`src/rtl/ptc_pkg.sv`:
```
package ptc_pkg;

    localparam int CW    = 16;  // counter and register width
    localparam int PRE_W = 10;  // prescaler width, covers the largest divider
    localparam int AW    = 2;   // register address width
    localparam int CTRLW = 8;   // control byte width

    typedef enum logic [2:0] {
        CS_STOP     = 3'b000,
        CS_DIV1     = 3'b001,
        CS_DIV8     = 3'b010,
        CS_DIV64    = 3'b011,
        CS_DIV256   = 3'b100,
        CS_DIV1024  = 3'b101,
        CS_EXT_FALL = 3'b110,
        CS_EXT_RISE = 3'b111
    } clk_sel_e;

    typedef enum logic [1:0] {
        RES_OFF = 2'b00,
        RES_8   = 2'b01,
        RES_9   = 2'b10,
        RES_10  = 2'b11
    } pwm_res_e;

    typedef enum logic [1:0] {
        OM_LOW0  = 2'b00,
        OM_LOW1  = 2'b01,
        OM_NONINV = 2'b10,
        OM_INV   = 2'b11
    } out_mode_e;

    typedef struct packed {
        logic      cap_rise;
        out_mode_e omode;
        pwm_res_e  res;
        clk_sel_e  csel;
    } ctrl_t;

    localparam logic [AW-1:0] A_CTRL = 2'd0;
    localparam logic [AW-1:0] A_CNT  = 2'd1;
    localparam logic [AW-1:0] A_CMP  = 2'd2;
    localparam logic [AW-1:0] A_CAP  = 2'd3;

    // Mask of prescaler bits that must all be ones for a divided tick.
    function automatic logic [PRE_W-1:0] div_mask(clk_sel_e s);
        case (s)
            CS_DIV8:    return PRE_W'(10'h007);
            CS_DIV64:   return PRE_W'(10'h03F);
            CS_DIV256:  return PRE_W'(10'h0FF);
            CS_DIV1024: return PRE_W'(10'h3FF);
            default:    return '0;
        endcase
    endfunction

    // Turn-around value of the up/down ramp for a resolution code.
    function automatic logic [CW-1:0] top_of(pwm_res_e r);
        case (r)
            RES_8:   return CW'(16'h00FF);
            RES_9:   return CW'(16'h01FF);
            RES_10:  return CW'(16'h03FF);
            default: return '1;
        endcase
    endfunction

endpackage

```
`src/rtl/ptc_prescaler.sv`:
```
module ptc_prescaler
    import ptc_pkg::*;
#(
    parameter int SYNC = 2
) (
    input  logic     clk,
    input  logic     rst,
    input  clk_sel_e csel,
    input  logic     ext_clk,
    output logic     tick
);

    logic [PRE_W-1:0] pre_q;
    logic [SYNC:0]    ext_sh;
    logic             ext_now, ext_prev;
    logic [PRE_W-1:0] mask;

    always_ff @(posedge clk) begin
        if (rst) begin
            pre_q  <= '0;
            ext_sh <= '0;
        end else begin
            pre_q  <= pre_q + 1'b1;
            ext_sh <= {ext_sh[SYNC-1:0], ext_clk};
        end
    end

    assign ext_now  = ext_sh[SYNC-1];
    assign ext_prev = ext_sh[SYNC];
    assign mask     = div_mask(csel);

    always_comb begin
        case (csel)
            CS_STOP:     tick = 1'b0;
            CS_EXT_FALL: tick = ext_prev & ~ext_now;
            CS_EXT_RISE: tick = ext_now & ~ext_prev;
            default:     tick = ((pre_q & mask) == mask);
        endcase
    end

    // a divide-by-8 source never ticks on two consecutive cycles
    p_div_gap_r2: assert property (@(posedge clk) disable iff (rst)
        (csel == CS_DIV8 && $past(csel) == CS_DIV8 && tick) |-> !$past(tick));

endmodule

```
`src/rtl/ptc_capture.sv`:
```
module ptc_capture
    import ptc_pkg::*;
#(
    parameter int SYNC = 2
) (
    input  logic          clk,
    input  logic          rst,
    input  logic          cap_pin,
    input  logic          rise_sel,
    input  logic [CW-1:0] cnt,
    input  logic          clr,
    output logic [CW-1:0] cap_q,
    output logic          cap_flag
);

    logic [SYNC:0] cap_sh;
    logic          evt;

    always_ff @(posedge clk) begin
        if (rst) cap_sh <= '0;
        else     cap_sh <= {cap_sh[SYNC-1:0], cap_pin};
    end

    assign evt = rise_sel ? (cap_sh[SYNC-1] & ~cap_sh[SYNC])
                          : (~cap_sh[SYNC-1] & cap_sh[SYNC]);

    always_ff @(posedge clk) begin
        if (rst) begin
            cap_q    <= '0;
            cap_flag <= 1'b0;
        end else begin
            if (evt) cap_q <= cnt;
            if (evt)      cap_flag <= 1'b1;
            else if (clr) cap_flag <= 1'b0;
        end
    end

    // an event latches the count seen in that cycle and raises the flag
    p_cap_latch_r10: assert property (@(posedge clk) disable iff (rst)
        evt |=> (cap_flag && cap_q == $past(cnt)));

    // without an event the capture register keeps its value
    p_cap_hold_r10: assert property (@(posedge clk) disable iff (rst)
        !evt |=> $stable(cap_q));

endmodule

```
`src/rtl/ptc_core.sv`:
```
module ptc_core
    import ptc_pkg::*;
(
    input  logic          clk,
    input  logic          rst,
    input  logic          tick,
    input  pwm_res_e      res,
    input  out_mode_e     omode,
    input  logic          cnt_we,
    input  logic          cmp_we,
    input  logic [CW-1:0] wdata,
    input  logic          ovf_clr,
    input  logic          cmp_clr,
    input  logic          ovf_ack,
    output logic [CW-1:0] cnt_q,
    output logic [CW-1:0] cmp_view,
    output logic          pwm_out,
    output logic          ovf_flag,
    output logic          cmp_flag
);

    logic [CW-1:0] top;
    logic [CW-1:0] nxt;
    logic [CW-1:0] cmp_act;
    logic          pwm_on;
    logic          up_q, nxt_up;
    logic          step, hit, wrap, out_q;

    assign pwm_on = (res != RES_OFF);
    assign top    = top_of(res);
    assign step   = tick & ~cnt_we;

    // Next count and the direction of travel away from it.
    always_comb begin
        nxt    = cnt_q + 1'b1;
        nxt_up = 1'b1;
        if (pwm_on) begin
            if (up_q && cnt_q >= top) begin
                nxt    = cnt_q - 1'b1;
                nxt_up = 1'b0;
            end else if (!up_q && cnt_q == '0) begin
                nxt    = CW'(1);
                nxt_up = (top != CW'(1));
            end else if (up_q) begin
                nxt    = cnt_q + 1'b1;
                nxt_up = (nxt != top);
            end else begin
                nxt    = cnt_q - 1'b1;
                nxt_up = (nxt == '0);
            end
        end
    end

    assign hit  = step && (nxt == cmp_act);
    assign wrap = step && (nxt == '0);

    always_ff @(posedge clk) begin
        if (rst) begin
            cnt_q <= '0;
            up_q  <= 1'b1;
        end else begin
            if (cnt_we)    cnt_q <= wdata;
            else if (step) cnt_q <= nxt;
            if (!pwm_on)   up_q <= 1'b1;
            else if (step) up_q <= nxt_up;
        end
    end

    // Shadow and active compare registers.
    always_ff @(posedge clk) begin
        if (rst) begin
            cmp_view <= '0;
            cmp_act  <= '0;
        end else begin
            if (cmp_we) cmp_view <= wdata;
            if (!pwm_on) begin
                if (cmp_we) cmp_act <= wdata;
            end else if (cnt_q == top) begin
                cmp_act <= cmp_view;
            end
        end
    end

    always_ff @(posedge clk) begin
        if (rst) begin
            out_q <= 1'b0;
        end else if (!pwm_on) begin
            out_q <= 1'b0;
        end else if (hit) begin
            case (omode)
                OM_NONINV: out_q <= ~nxt_up;
                OM_INV:    out_q <= nxt_up;
                default:   out_q <= out_q;
            endcase
        end
    end

    assign pwm_out = pwm_on & omode[1] & out_q;

    always_ff @(posedge clk) begin
        if (rst) begin
            ovf_flag <= 1'b0;
            cmp_flag <= 1'b0;
        end else begin
            if (wrap)                    ovf_flag <= 1'b1;
            else if (ovf_clr || ovf_ack) ovf_flag <= 1'b0;
            if (hit)          cmp_flag <= 1'b1;
            else if (cmp_clr) cmp_flag <= 1'b0;
        end
    end

    // a timer step moves the count by exactly one
    p_unit_step_r4: assert property (@(posedge clk) disable iff (rst)
        step |=> ((cnt_q - $past(cnt_q)) == CW'(1) || ($past(cnt_q) - cnt_q) == CW'(1)));

    // no tick and no write leaves the count alone
    p_idle_hold_r2: assert property (@(posedge clk) disable iff (rst)
        (!tick && !cnt_we) |=> $stable(cnt_q));

    // an in-range PWM count stays in range
    p_in_range_r6: assert property (@(posedge clk) disable iff (rst)
        (pwm_on && cnt_q <= top && !cnt_we && $stable(res)) |=> (cnt_q <= $past(top)));

    // away from the ceiling the active compare value is frozen
    p_shadow_r7: assert property (@(posedge clk) disable iff (rst)
        (pwm_on && cnt_q != top) |=> $stable(cmp_act));

    // the output level only changes on a compare hit
    p_out_hold_r8: assert property (@(posedge clk) disable iff (rst)
        (pwm_on && !hit) |=> $stable(out_q));

    // arriving at zero raises the overflow flag
    p_ovf_set_r6: assert property (@(posedge clk) disable iff (rst)
        wrap |=> ovf_flag);

endmodule

```
`src/rtl/ptc_timer.sv`:
```
module ptc_timer
    import ptc_pkg::*;
#(
    parameter int SYNC = 2
) (
    input  logic          clk,
    input  logic          rst,
    input  logic          ext_clk,
    input  logic          cap_pin,
    input  logic          wr_en,
    input  logic [AW-1:0] wr_addr,
    input  logic [CW-1:0] wr_data,
    input  logic [AW-1:0] rd_addr,
    output logic [CW-1:0] rd_data,
    input  logic          ovf_ack,
    output logic          pwm_out,
    output logic          ovf_flag,
    output logic          cmp_flag,
    output logic          cap_flag
);

    ctrl_t         ctrl_q;
    logic          tick;
    logic [CW-1:0] cnt_q, cmp_view, cap_q;
    logic          flag_wr;

    always_ff @(posedge clk) begin
        if (rst)                              ctrl_q <= '0;
        else if (wr_en && wr_addr == A_CTRL)  ctrl_q <= ctrl_t'(wr_data[CTRLW-1:0]);
    end

    assign flag_wr = wr_en && (wr_addr == A_CAP);

    ptc_prescaler #(.SYNC(SYNC)) u_pre (
        .clk     (clk),
        .rst     (rst),
        .csel    (ctrl_q.csel),
        .ext_clk (ext_clk),
        .tick    (tick)
    );

    ptc_core u_core (
        .clk      (clk),
        .rst      (rst),
        .tick     (tick),
        .res      (ctrl_q.res),
        .omode    (ctrl_q.omode),
        .cnt_we   (wr_en && wr_addr == A_CNT),
        .cmp_we   (wr_en && wr_addr == A_CMP),
        .wdata    (wr_data),
        .ovf_clr  (flag_wr && wr_data[0]),
        .cmp_clr  (flag_wr && wr_data[1]),
        .ovf_ack  (ovf_ack),
        .cnt_q    (cnt_q),
        .cmp_view (cmp_view),
        .pwm_out  (pwm_out),
        .ovf_flag (ovf_flag),
        .cmp_flag (cmp_flag)
    );

    ptc_capture #(.SYNC(SYNC)) u_cap (
        .clk      (clk),
        .rst      (rst),
        .cap_pin  (cap_pin),
        .rise_sel (ctrl_q.cap_rise),
        .cnt      (cnt_q),
        .clr      (flag_wr && wr_data[2]),
        .cap_q    (cap_q),
        .cap_flag (cap_flag)
    );

    always_comb begin
        case (rd_addr)
            A_CTRL:  rd_data = {{(CW-CTRLW){1'b0}}, ctrl_q};
            A_CNT:   rd_data = cnt_q;
            A_CMP:   rd_data = cmp_view;
            default: rd_data = cap_q;
        endcase
    end

    // a clearing write with no new event drops the overflow flag
    p_ovf_clear_r11: assert property (@(posedge clk) disable iff (rst)
        (flag_wr && wr_data[0] && !(tick && cnt_q == '1 && ctrl_q.res == RES_OFF)
         && ctrl_q.res == RES_OFF && !(wr_addr == A_CNT)) |=> !ovf_flag);

endmodule

```
`config.mk`:
```
export PLATFORM = sky130hd
export DESIGN_NAME = ptc_timer
export DESIGN_NICKNAME = d
export VERILOG_FILES = /design/src/rtl/ptc_pkg.sv /design/src/rtl/ptc_prescaler.sv /design/src/rtl/ptc_capture.sv /design/src/rtl/ptc_core.sv /design/src/rtl/ptc_timer.sv
export SDC_FILE = /design/constraint.sdc
export NUM_CORES = 1
export LEC_CHECK = 0
export ABC_AREA = 1
export BUFFER_PORTS_ARGS = -buffer_cell sky130_fd_sc_hd__buf_2
export CORE_ASPECT_RATIO = 1.5
export CORE_MARGIN = 3
export CORE_UTILIZATION = 55
export DETAILED_ROUTE_END_ITERATION = 8
export PLACE_DENSITY = 0.76
export SLEW_MARGIN = 15
export SYNTH_ARGS = -nofsm -noshare
export SYNTH_HDL_FRONTEND = slang
export SYNTH_HIERARCHICAL = 1
export SYNTH_SLANG_ARGS = --single-unit
export TNS_END_PERCENT = 30
```
`constraint.sdc`:
```
create_clock -name clk -period 3.1 [get_ports clk]
set_input_delay 0.93 -clock clk [delete_from_list [all_inputs] [get_ports clk]]
set_output_delay 0.93 -clock clk [all_outputs]
set_load 0.005 [all_outputs]
```
==> reports/metrics.csv <==
stage,metric,value,unit
run_status,status,completed,
timing,post-route minimum period,3.04,ns
die,DIE AREA,0.0139,mm^2
clock_network,CTS Buf Count,9,
placement,Detail Placement HPWL,16700,um
yosys,"Distinct cells, synth",42,
global_routing,global-route wire length before repair,34300,um
clock_network,CTS Sinks,93,
route,drc violations,0,
route,routed via count,7360,
route,DR vias/cell,5.62,
yosys,post-synth net total,1148,
timing,worst slew pin tran,0.744,ns
yosys,leading area contributor after synthesis,dfxtp_1,
final_layout,Final Cell Area,0.00756,mm^2
placement,Area after DPL,0.00720,mm^2
timing,final setup violation count,0,
die,Starting Density,56.8,%
yosys,post-synthesis compound-gate area fraction,10.6,%
timing,final cycle utilization of the critical path,98.0,%
setup_path,Startpoint Class,register,
clock_network,Root Buffer,clkbuf_16,
yosys,Synth Area in Adders,2.90,%
yosys,register area share after synthesis,27.0,%
final_layout,fin cells,1309,
yosys,cell count after synthesis,1106,
power_and_ir_drop,Switch Pwr,971,uW
yosys,main combinational cell family by area after synthesis,simple AND/OR/NAND/NOR gates,
placement,buffers added on ports,45,
setup_path,worst reg-to-reg path cell count,18,
clock_network,Clock transition at path regs,0.07,ns
timing,Clock Skew,0.00566,ns
global_routing,gr usage total,30.3,%
power_and_ir_drop,Pleak,3.74,nW
yosys,xor and xnor area share after synthesis,1.02,%
clock_network,CTS H-tree lvls,3,
final_layout,count of nets after finishing,1193,
yosys,asr flop ratio synth,0,%
route,TritonRoute pass-1 iters,6,
placement,RD Place Congestion,0.997,
setup_path,Critical Path Source,ctrl_q[4],
setup_path,Worst Path Required,3.37,ns
run,max capacitance violation total,0,
power_and_ir_drop,part of the power in registers,42.9,%
power_and_ir_drop,clock power share,34.8,%
global_routing,vias in the first global route,6897,
global_routing,largest net degree at the start of global routing,47,
power_and_ir_drop,combinational power share,22.3,%
min_path,Hold WC Path Type,reg2reg,
yosys,Post-Synth Simple-Gate Area,44.7,%
timing,Max Freq,329,MHz
setup_path,CP endpoint kind,register,
die,Core Region,0.0121,mm^2
power_and_ir_drop,sw frac,32.1,%
yosys,number of synthesized flops with an enable pin,0,
global_routing,initial antenna violation count,0,
route,routed len/inst,16.3,um
yosys,synth top area cells,"dfxtp_1, nand2_1, nand3_1",
setup_path,CP max stage delay,0.52,ns
setup_path,worst r2r dst,u_core/ovf_flag,
route,"antenna viol nets, final",0,
die,Die Wd,97.4,um
setup_path,WS Path Type,reg2reg,
final_layout,ant diodes,0,
clock_network,Max Buffers Root-to-Sink,2,
setup_path,worst reg2reg startpoint,ctrl_q[4],
setup_path,crit path to,u_core/ovf_flag,
setup_path,CP cell instances,inv_1 -> ha_1 -> inv_2 -> ha_1 -> nand2_1 -> inv_1 -> nand2_1 -> inv_1 -> nand2_2 -> nand3_2 -> nand2_4 -> buf_4 -> nand2_2 -> nand3_2 -> nand2_1 -> nor4_1 -> nand4_1 -> a21oi_1,
timing,Max Slew Vio Count,0,
clock_network,clock latency on the worst-skew pair,0.34,ns
setup_path,R2R Setup Slk,0.06,ns
yosys,most frequent cell after synthesis,nand2_1,
final_layout,area grow syn2layout,9.54,%
yosys,Ys Warns,6,
yosys,mux contribution to synthesized area,0,%
die,IO Count,46,
yosys,post-synthesis area per instance,6.24,um^2
power_and_ir_drop,Worst VDD drop,264,uV
die,die height,143,um
route,first-iteration detailed-routing DRC count,690,
yosys,Synth top area share,27.0,%
timing,Rel. slew slack,50.4,%
timing,Final Hold Fails,0,
timing,setup_tns,0,ns
setup_path,slowest CP cell,nor4_1,
global_routing,Congestion Overflow GR,0,
placement,DP Cell Count,1289,
setup_path,crit path max fanout,9,
route,Total Wirelength,21400,um
yosys,synthesized flop and latch total,93,
yosys,main flop type after synthesis,dfxtp_1,
final_layout,share of cells above drive strength 1,15.0,%
power_and_ir_drop,Pint,2.06,mW
power_and_ir_drop,PD cells,401,mW/mm^2
yosys,Synth top cells by count,"nand2_1, inv_1, nor2_1",
die,site row count,49,
yosys,Mapped Area,0.00690,mm^2
clock_network,CTS tree,built,
setup_path,"Arr. time, crit path",3.31,ns
final_layout,"Core Util, Final",62.2,%
timing,RSZ-0062 raised after global routing,no,
[power groups by stage]
stage	Sequential [mW]	Clock, mW	Combinational [mW]
2_1_floorplan	1.31	0	0.480
3_3_place_gp	1.32	0	0.649
3_5_place_dp	1.32	0	0.655
4_1_cts	1.30	1.07	0.658
5_1_grt	1.30	1.11	0.755
6_report	1.30	1.05	0.675
[worst max-delay path, delay by kind of cell, from the launching register on]
kind                       cells  cell delay, ns
and+or+nand+nor               10            1.59
adders and majority gates      2            0.45
buffers and inverters          5            0.42
DFF                            1            0.35
AOI/OAI and AO/OA              1            0.16
[per-layer routing]
metal / track usage, % / wire (um) / vias to the layer above
li1: - / - / 3662
met1: 34.5 / 8300 / 3324
met2: 53.3 / 10500 / 287
met4: 21.4 / 1590 / 0
met3: 2.64 / 1020 / 87
met5: 0 / 0 / -
[placed cells by master (no fill, tap or decap), types with 16 or more instances in the layout]
cell	netlist	final
a211oi_1	45	45
a21oi_1	36	36
a31oi_1	17	17
buf_2	4	45
buf_4	6	40
dfxtp_1	93	92
ha_1	16	16
inv_1	140	139
nand2_1	316	315
nand3_1	122	122
nand3_2	16	16
nand4_1	38	38
nor2_1	133	129
[timing repair]
action	4_1_cts	5_1_grt
pin swaps	0	2
gates cloned	0	1
setup buffers	0	3
endpoints found under the setup margin	1	3
hold buffers	0	0
gates resized for setup	1	8
[metrics by stage]
step           hold slack (ns)  power [mW]  worst slack, ns
2_1_floorplan            0.388        1.79            0.111
3_3_place_gp             0.403        1.97            0.113
3_5_place_dp             0.399        1.98          -0.0312
4_1_cts                  0.415        3.02           0.0487
5_1_grt                  0.431        3.16          0.00509
6_report                 0.409        3.03           0.0609
[worst min-delay path by stage]
| stage | from | end | slack [ns] | depth (start not counted) |
|---|---|---|---|---|
| after floorplan | u_cap/cap_sh[0] | u_cap/cap_sh[1] | 0.39 | 2 |
| after global placement | u_cap/cap_sh[0] | u_cap/cap_sh[1] | 0.40 | 2 |
| after detailed placement | u_cap/cap_sh[0] | u_cap/cap_sh[1] | 0.40 | 2 |
| after CTS | u_pre/ext_sh[0] | u_pre/ext_sh[1] | 0.42 | 2 |
| after global routing | u_cap/cap_sh[0] | u_cap/cap_sh[1] | 0.43 | 2 |
| final | u_cap/cap_sh[0] | u_cap/cap_sh[1] | 0.41 | 2 |
[state kept, by name (all words and copies together) (netlist names)]
| register | cells |
|---|---|
| u_core/up_q | 1 |
| u_pre/ext_sh | 3 |
| u_core/cmp_view | 16 |
| u_core/out_q | 1 |
| u_core/ovf_flag | 1 |
| u_core/cmp_flag | 1 |
| u_cap/cap_q | 16 |
| u_core/cnt_q | 16 |
| u_pre/pre_q | 10 |
| u_cap/cap_flag | 1 |
| u_cap/cap_sh | 3 |
| u_core/cmp_act | 16 |
| ctrl_q | 8 |
[layout make-up]
cell class / instances / area, um^2
clock inverters: 5 / 35.0
fillers: 1184 / 4580
inverters: 150 / 563
well taps: 153 / 191
multi-input cells: 812 / 4130
repair buffers: 85 / 526
clock buffers: 11 / 253
flip-flops and latches: 93 / 1860
[cell families after synthesis]
group / count (synthesis)
buf+inv: 202
simple gates: 670
xor+xnor: 8
flops: 93
compound gates: 117
fa+ha+maj: 16
No activity file was read; power rests on OpenSTA's default activity.
